$ cat src/rtl/cs_decoder_pkg.sv
package cs_decoder_pkg;
  localparam int CTL_W = 8;

  typedef struct packed {
    logic             load;
    logic             anySel;
    logic             upage;
    logic [CTL_W-1:0] selIdx;
    logic [CTL_W-1:0] effBuses;
    logic [CTL_W-1:0] total;
  } csStrobe_t;
endpackage

$ cat src/rtl/cs_decoder_ctrl.sv
module cs_decoder_ctrl
  import cs_decoder_pkg::*;
#(
  parameter int NUM_CS    = 4,
  parameter int MAX_BUSES = 2,
  localparam int BCW      = $clog2(MAX_BUSES + 1)
) (
  input  logic              wrEn,
  input  logic [NUM_CS-1:0] selField,
  input  logic              twoMem,
  input  logic              sepBus,
  input  logic              upPage,
  input  logic [BCW-1:0]    busCount,
  output csStrobe_t         strb
);
  logic [CTL_W-1:0] busClamp;
  logic [CTL_W-1:0] pickIdx;
  logic             pickAny;

  // priority: scan from the top so the lowest zero bit is written last
  always_comb begin
    pickIdx = '0;
    pickAny = 1'b0;
    for (int i = NUM_CS - 1; i >= 0; i--) begin
      if (!selField[i]) begin
        pickAny = 1'b1;
        pickIdx = CTL_W'(i);
      end
    end
  end

  always_comb begin
    if (busCount == '0)
      busClamp = CTL_W'(1);
    else if (int'(busCount) > MAX_BUSES)
      busClamp = CTL_W'(MAX_BUSES);
    else
      busClamp = CTL_W'(busCount);
  end

  always_comb begin
    strb.load     = wrEn;
    strb.anySel   = pickAny;
    strb.upage    = upPage;
    strb.selIdx   = pickIdx;
    strb.effBuses = (sepBus && twoMem) ? busClamp : CTL_W'(1);
    strb.total    = CTL_W'(NUM_CS * busClamp);
  end
endmodule

$ cat src/rtl/cs_decoder_datapath.sv
module cs_decoder_datapath
  import cs_decoder_pkg::*;
#(
  parameter int NUM_CS    = 4,
  parameter int MAX_BUSES = 2,
  localparam int LINES    = NUM_CS * MAX_BUSES,
  localparam int IDX_W    = (LINES > 1) ? $clog2(LINES) : 1
) (
  input  logic             clk,
  input  logic             rstN,
  input  csStrobe_t        strb,
  output logic [LINES-1:0] csN,
  output logic             noneSel
);
  logic [MAX_BUSES-1:0] busHit;
  logic [IDX_W-1:0]     busLine [MAX_BUSES];
  logic [LINES-1:0]     nextCsN;

  genvar j;
  generate
    for (j = 0; j < MAX_BUSES; j++) begin : g_bus
      logic [CTL_W-1:0] rawIdx;
      logic [CTL_W-1:0] wrapIdx;
      // raw index never exceeds total, so one subtraction wraps it
      assign rawIdx  = CTL_W'(j * NUM_CS) + strb.selIdx + CTL_W'(strb.upage);
      assign wrapIdx = (rawIdx >= strb.total) ? (rawIdx - strb.total) : rawIdx;
      assign busLine[j] = wrapIdx[IDX_W-1:0];
      assign busHit[j]  = strb.anySel && (CTL_W'(j) < strb.effBuses);
    end
  endgenerate

  always_comb begin
    nextCsN = '1;
    for (int b = 0; b < MAX_BUSES; b++) begin
      if (busHit[b]) nextCsN[busLine[b]] = 1'b0;
    end
  end

  always_ff @(posedge clk or negedge rstN) begin
    if (!rstN) begin
      csN     <= '1;
      noneSel <= 1'b0;
    end else begin
      if (strb.load) csN <= nextCsN;
      noneSel <= strb.load && !strb.anySel;
    end
  end
endmodule

$ cat src/rtl/cs_decoder.sv
module cs_decoder
  import cs_decoder_pkg::*;
#(
  parameter int NUM_CS    = 4,
  parameter int MAX_BUSES = 2,
  localparam int LINES    = NUM_CS * MAX_BUSES,
  localparam int BCW      = $clog2(MAX_BUSES + 1)
) (
  input  logic              clk,
  input  logic              rstN,
  input  logic              wrEn,
  input  logic [NUM_CS-1:0] selField,
  input  logic              twoMem,
  input  logic              sepBus,
  input  logic              upPage,
  input  logic [BCW-1:0]    busCount,
  output logic [LINES-1:0]  csN,
  output logic              noneSel
);
  csStrobe_t strb;

  cs_decoder_ctrl #(.NUM_CS(NUM_CS), .MAX_BUSES(MAX_BUSES)) u_ctrl (
    .wrEn(wrEn), .selField(selField), .twoMem(twoMem), .sepBus(sepBus),
    .upPage(upPage), .busCount(busCount), .strb(strb)
  );

  cs_decoder_datapath #(.NUM_CS(NUM_CS), .MAX_BUSES(MAX_BUSES)) u_dp (
    .clk(clk), .rstN(rstN), .strb(strb), .csN(csN), .noneSel(noneSel)
  );
endmodule

$ cat config.mk
export PLATFORM = sky130hd
export DESIGN_NAME = cs_decoder
export DESIGN_NICKNAME = d
export VERILOG_FILES = /design/src/rtl/cs_decoder_pkg.sv /design/src/rtl/cs_decoder_ctrl.sv /design/src/rtl/cs_decoder_datapath.sv /design/src/rtl/cs_decoder.sv
export SDC_FILE = /design/constraint.sdc
export NUM_CORES = 1
export LEC_CHECK = 0
export CORE_UTILIZATION = 35
export DETAILED_ROUTE_END_ITERATION = 10
export GPL_ROUTABILITY_DRIVEN = 0
export MAX_ROUTING_LAYER = met4
export PLACE_DENSITY = 0.66
export SLEW_MARGIN = 10
export SYNTH_ARGS = -nofsm -noshare
export SYNTH_HDL_FRONTEND = slang
export SYNTH_SLANG_ARGS = --single-unit
$ cat constraint.sdc
create_clock -name clk -period 1 [get_ports clk]
set_clock_uncertainty 0.05 [all_clocks]
set_input_delay 0.2 -clock clk [delete_from_list [all_inputs] [get_ports clk]]
set_output_delay 0.2 -clock clk [all_outputs]
set_load 0.02 [all_outputs]
==> results.json, run 1 <==
{
  "drtIter0Drc": 4,
  "slew_violations": 0,
  "synth-edff-count": 0,
  "tns_ns": -7.902,
  "maxCapViolations": 0,
  "die_w_um": 42.11,
  "synth_area_leaders": "dfstp_2, ha_1, o21ai_1, o21ai_0, nor4b_2",
  "dieArea_mm2": 0.001773,
  "drc_errors": 0,
  "grt_overflow_total": 0,
  "grt_pass1_wl_um": 2256,
  "syn_area_um2": 563.0,
  "max_clock_freq_mhz": 537.0,
  "dr.pass1.iters": 4,
  "power_density_mw_per_mm2": 1107,
  "multi_input_area_um2": 369.1,
  "grtUsageTotal_pct": 16.91,
  "synthArstFlopShare_pct": 100.0,
  "first_global_vias": 566,
  "drt_wl_total_um": 1371,
  "timing.slew.headroom_pct": 78.20,
  "synth-seq-cells": 9,
  "grt_max_degree": 10,
  "antenna_found_initial": 0,
  "fillers": 130,
  "fin_ws_ns": -0.8623,
  "synth_top_area_cell": "dfstp_2",
  "synth_most_common_cell": "o21ai_1",
  "period_needed_ns": 1.862,
  "ir_worst_vdd_mv": 0.8385,
  "hold_class": "in -> async",
  "yosys.area.top_type_share_pct": 37.33,
  "criticalPathCategory": "in -> reg",
  "clk_latency_ns": 0.25,
  "synth_area_per_cell_um2": 9.543,
  "status": "complete, but fails checks",
  "vias": 578,
  "fp-row-count": 14,
  "synth-main-ff-cell": "dfstp_2",
  "clockBufferDepth": 2,
  "cts.sinks": 9,
  "whs_ns": 0.2108,
  "synth_cells": 59,
  "cp_max_fo": 4,
  "die_y_um": 42.11,
  "tightest_slew_ns": 0.3236,
  "synthesis.nets": 76,
  "hpwl_um": 1138,
  "yosys_warnings": 0,
  "via_per_inst": 5.207,
  "end_kind": "flip-flop",
  "io_pins": 21,
  "core_mm2": 0.001506,
  "regArea_um2": 235.2,
  "cp.required_ns": 1.13,
  "finalNetCount": 113,
  "path_clk_slew_ns": 0.06,
  "drtAntennaViolNets": 0,
  "drive_gt1_share_pct": 51.58,
  "area_growth_pct": 74.22,
  "synthTopCellsByCount": "o21ai_1, dfstp_2, o21ai_0",
  "violations": "negative setup slack",
  "seq_area_frac_synth_pct": 41.78,
  "diodes": 0,
  "tritoncts": "done",
  "synth.lib_cells_used.distinct": 24,
  "critPathLaunchType": "input pin",
  "grt_setup_unrepaired": "true",
  "min_period_over_period_pct": 186.2,
  "wl_per_cell_um": 12.35,
  "setup_viol": 17,
  "numCtsBuffers": 3,
  "cts-root-buf": "clkbuf_4",
  "cp_data_arrival_time_ns": 1.99,
  "hold_violations": 0,
  "dp_slack_ns": -1.528,
  "floorplan.initialDensity_pct": 37.38,
  "numPortBuffers": 19,
  "cts_max_level": 1,
  "power_leakage_nw": 0.4221
}
## sequential cells by signal (all words and copies together) (netlist names)
signal,count
u_dp.noneSel,1
u_dp.csN,8
## stage by stage
step | power [W] | util, % | instances | instance area, um^2
after floorplan | 0.0006137 | - | 59 | 610.6
after global placement | 0.0007978 | 61.05 | 105 | 919.6
after detailed placement | 0.0008033 | 61.05 | 105 | 919.6
after CTS | 0.001113 | 65.03 | 111 | 979.7
after global routing | 0.001152 | 65.12 | 111 | 980.9
final | 0.001086 | 65.12 | 111 | 980.9
## where the power goes
part	internal, W	switching (W)
clock	0.000153	0.000112
sequential	0.000420	0.0000224
combinational	0.000205	0.000174
## logic make-up after synthesis
logic type	Yosys count	synth area share [%]
AOI/OAI and AO/OA	23	22.89
and+or+nand+nor	17	20.89
DFF	9	41.78
buffers and inverters	5	3.332
adders and majority gates	5	11.11
## path summary, 6_finish.rpt
kind / startpoint / to / slack [ns] / cells past startpoint
min reg2reg: u_dp.csN[2]$_DFFE_PN1P_ / u_dp.csN[2]$_DFFE_PN1P_ / 0.52 / 2
min in group clk: selField[2] / u_dp.noneSel$_DFF_PN0_ / 0.30 / 3
max: selField[0] / u_dp.csN[4]$_DFFE_PN1P_ / -0.86 / 9
min: rstN / u_dp.noneSel$_DFF_PN0_ / 0.21 / 2
max reg2reg: u_dp.csN[1]$_DFFE_PN1P_ / u_dp.csN[1]$_DFFE_PN1P_ / 0.09 / 3
max in group asynchronous: rstN / u_dp.csN[1]$_DFFE_PN1P_ / 0.49 / 2
## repair_timing
item,CTS,global route
setup buffers,2,0
resized for setup,73,3
setup endpoints to repair,18,17
pin swaps,11,8
hold buffers,0,0
## metal layers
layer	vias to the layer above	wire, um	global-route usage (%)
met2	14	730	30.63
met1	268	591	20.60
met4	0	0	3.750
met5	-	0	-
li1	296	-	-
met3	0	48	1.293
## layout by cell type, fill, tap and decap left out, types with 2 or more instances in the layout
cell type / count
dlygate4sd2_1: 2
ha_4: 2
inv_1: 3
o21ai_1: 9
o21ai_0: 7
o22ai_1: 2
clkdlybuf4s50_1: 4
nand3_1: 4
nand4_1: 2
buf_6: 11
ha_2: 2
buf_4: 12
dfstp_2: 8
clkbuf_4: 3
nor2_1: 2
## critical path, stage by stage
cell and delay, ns:
clkdlybuf4s15_2 0.19, a21boi_2 0.15, ha_2 0.19, ha_4 0.18, ha_1 0.28, and2b_1 0.16, o21a_1 0.20, o31a_1 0.30
o21ai_1 0.15
## area by class of cell
cell class                 instances  area share, %
inverter                           4          1.786
multi-input combinational         45          37.63
sequential                         9          23.98
clock buffer                       4          2.679
tap                               16          2.041
timing repair buffer              33          31.89
No activity file was read; power rests on OpenSTA's default activity.
==> inputs of run 2 (changes only) <==
SLEW_MARGIN = 20   (was 10)
==> results of run 2 <==
Final layout, timing and power as in run 1 (identical DEF).
==> inputs of run 3 (changes only) <==
MAX_ROUTING_LAYER = default   (was met4)
PLACE_DENSITY = 0.78   (was 0.66)
==> run 3 against run 2 <==
  * The run still ends with negative setup slack left
  * Die area stayed put
  * Core utilization is 0.66 points lower
  * Global-route usage grew 0.41 points
  * Total power increased by 0.81%
  * Setup slack better by 0.039 ns
  * Maximum frequency grew 2.2%
  * Non-clock buffer count fell by 1
  * Sequential power is essentially flat
  * Critical path depth grew 2
  * Worst hold slack got worse by 0.016 ns
  * Critical path type unchanged
  * Largest power group unchanged
==> results.json, run 3 (synthesis results as in run 1) <==
{
  "status": "complete, but fails checks",
  "violations": "negative setup slack",
  "area_growth_pct": 72.44,
  "drtAntennaViolNets": 0,
  "hold_violations": 0,
  "drc_errors": 0,
  "fin_ws_ns": -0.8231,
  "min_period_over_period_pct": 182.3,
  "max_clock_freq_mhz": 548.5,
  "dieArea_mm2": 0.001773,
  "finalNetCount": 112,
  "whs_ns": 0.1946,
  "grt_pass1_wl_um": 2332,
  "die_w_um": 42.11,
  "first_global_vias": 544,
  "cts.sinks": 9,
  "end_kind": "flip-flop",
  "clockBufferDepth": 2,
  "period_needed_ns": 1.823,
  "top_regs": "u_dp.csN (8), u_dp.noneSel (1)",
  "drive_gt1_share_pct": 51.06,
  "drtIter0Drc": 14,
  "wl_per_cell_um": 12.89,
  "diodes": 0,
  "cts-root-buf": "clkbuf_4",
  "io_pins": 21,
  "via_per_inst": 5.145,
  "power_density_mw_per_mm2": 1128,
  "ir_worst_vdd_mv": 0.8188,
  "cp_data_arrival_time_ns": 1.96,
  "cts_max_level": 1,
  "regMostFlops": "u_dp.csN",
  "fp-row-count": 14,
  "timing.slew.headroom_pct": 78.67,
  "maxCapViolations": 0,
  "hpwl_um": 1085,
  "final_cell_count_no_fill": 110,
  "setup_viol": 17,
  "tritoncts": "done",
  "fillers": 138,
  "dp_slack_ns": -1.533,
  "hold_class": "in -> async",
  "numCtsBuffers": 3,
  "tns_ns": -7.736,
  "largest_reg_flops": 8,
  "grt.busiest_layer": "met2",
  "cp.required_ns": 1.14,
  "met2_usage_pct": 28.13,
  "grt_setup_unrepaired": "true",
  "grt_overflow_total": 0,
  "vias": 566,
  "path_clk_slew_ns": 0.06,
  "grtUsageMet1_pct": 22.95,
  "layout_commonest_cell": "buf_4",
  "grt_max_degree": 11,
  "gr-usage-met3_pct": 1.293,
  "criticalPathCategory": "in -> reg",
  "final_cell_mix": "buf_4, buf_6, o21ai_1, dfstp_2, o21ai_0",
  "clk_latency_ns": 0.26,
  "critPathLaunchType": "input pin",
  "hold_buffers": 0,
  "dr.pass1.iters": 4,
  "numPortBuffers": 19,
  "power_leakage_nw": 0.4162,
  "core_mm2": 0.001506,
  "tightest_slew_ns": 0.3200,
  "floorplan.initialDensity_pct": 37.38,
  "antenna_found_initial": 0,
  "cp_max_fo": 4,
  "placed_cells": 105,
  "slew_violations": 0,
  "grtUsageTotal_pct": 17.33,
  "die_y_um": 42.11,
  "drt_wl_total_um": 1418
}
-- run 3: worst max-delay path, stage by stage --
cell      delay, ns
buf_6          0.09
nand2b_4       0.12
a21boi_2       0.12
ha_2           0.21
ha_4           0.14
buf_4          0.12
ha_4           0.12
and2b_1        0.17
o21a_1         0.20
o31a_1         0.30
o21ai_1        0.17
-- run 3: what timing repair did --
item,CTS,global route
buffers inserted,1,0
pin swaps,12,8
endpoints found under the setup margin,18,17
resized for setup,75,1
-- run 3: per-layer routing --
metal | vias up | part of all wire (%)
li1 | 290 | -
met1 | 254 | 43
met2 | 20 | 50
met3 | 2 | 6.3
met4 | 0 | 0.99
met5 | - | 0
-- run 3: final timing paths --
kind / to / start / slack [ns] / cells past startpoint
setup reg to reg: u_dp.csN[4]$_DFFE_PN1P_ / u_dp.csN[4]$_DFFE_PN1P_ / 0.14 / 2
hold reg to reg: u_dp.csN[2]$_DFFE_PN1P_ / u_dp.csN[2]$_DFFE_PN1P_ / 0.52 / 2
min in group clk: u_dp.noneSel$_DFF_PN0_ / selField[0] / 0.39 / 4
hold / removal: u_dp.noneSel$_DFF_PN0_ / rstN / 0.19 / 2
setup / recovery: u_dp.csN[4]$_DFFE_PN1P_ / selField[3] / -0.82 / 11
max in group asynchronous: u_dp.csN[2]$_DFFE_PN1P_ / rstN / 0.51 / 2
-- run 3: metrics by stage --
stage | utilization [%] | cell area [um^2] | power (W)
after floorplan | - | 610.6 | 0.0006137
after global placement | 61.05 | 919.6 | 0.0007865
after detailed placement | 61.05 | 919.6 | 0.0007940
after CTS | 64.78 | 975.9 | 0.001099
after global routing | 64.45 | 970.9 | 0.001158
final | 64.45 | 970.9 | 0.001095
-- run 3: where the power goes --
part	internal, W	leakage, nW	switching (W)	total, W
clock	0.000154	0.0150	0.000131	0.000285
sequential	0.000420	0.0982	0.0000236	0.000444
combinational	0.000193	0.303	0.000173	0.000366
-- run 3: area by class of cell --
type                    instances  area, um^2  area share, %
flip-flops and latches          9       235.2          24.23
well taps                      16       20.02          2.062
multi-input cells              45       379.1          39.05
inverters                       4       15.01          1.546
clock buffers                   4       26.28          2.706
repair buffers                 32       295.3          30.41
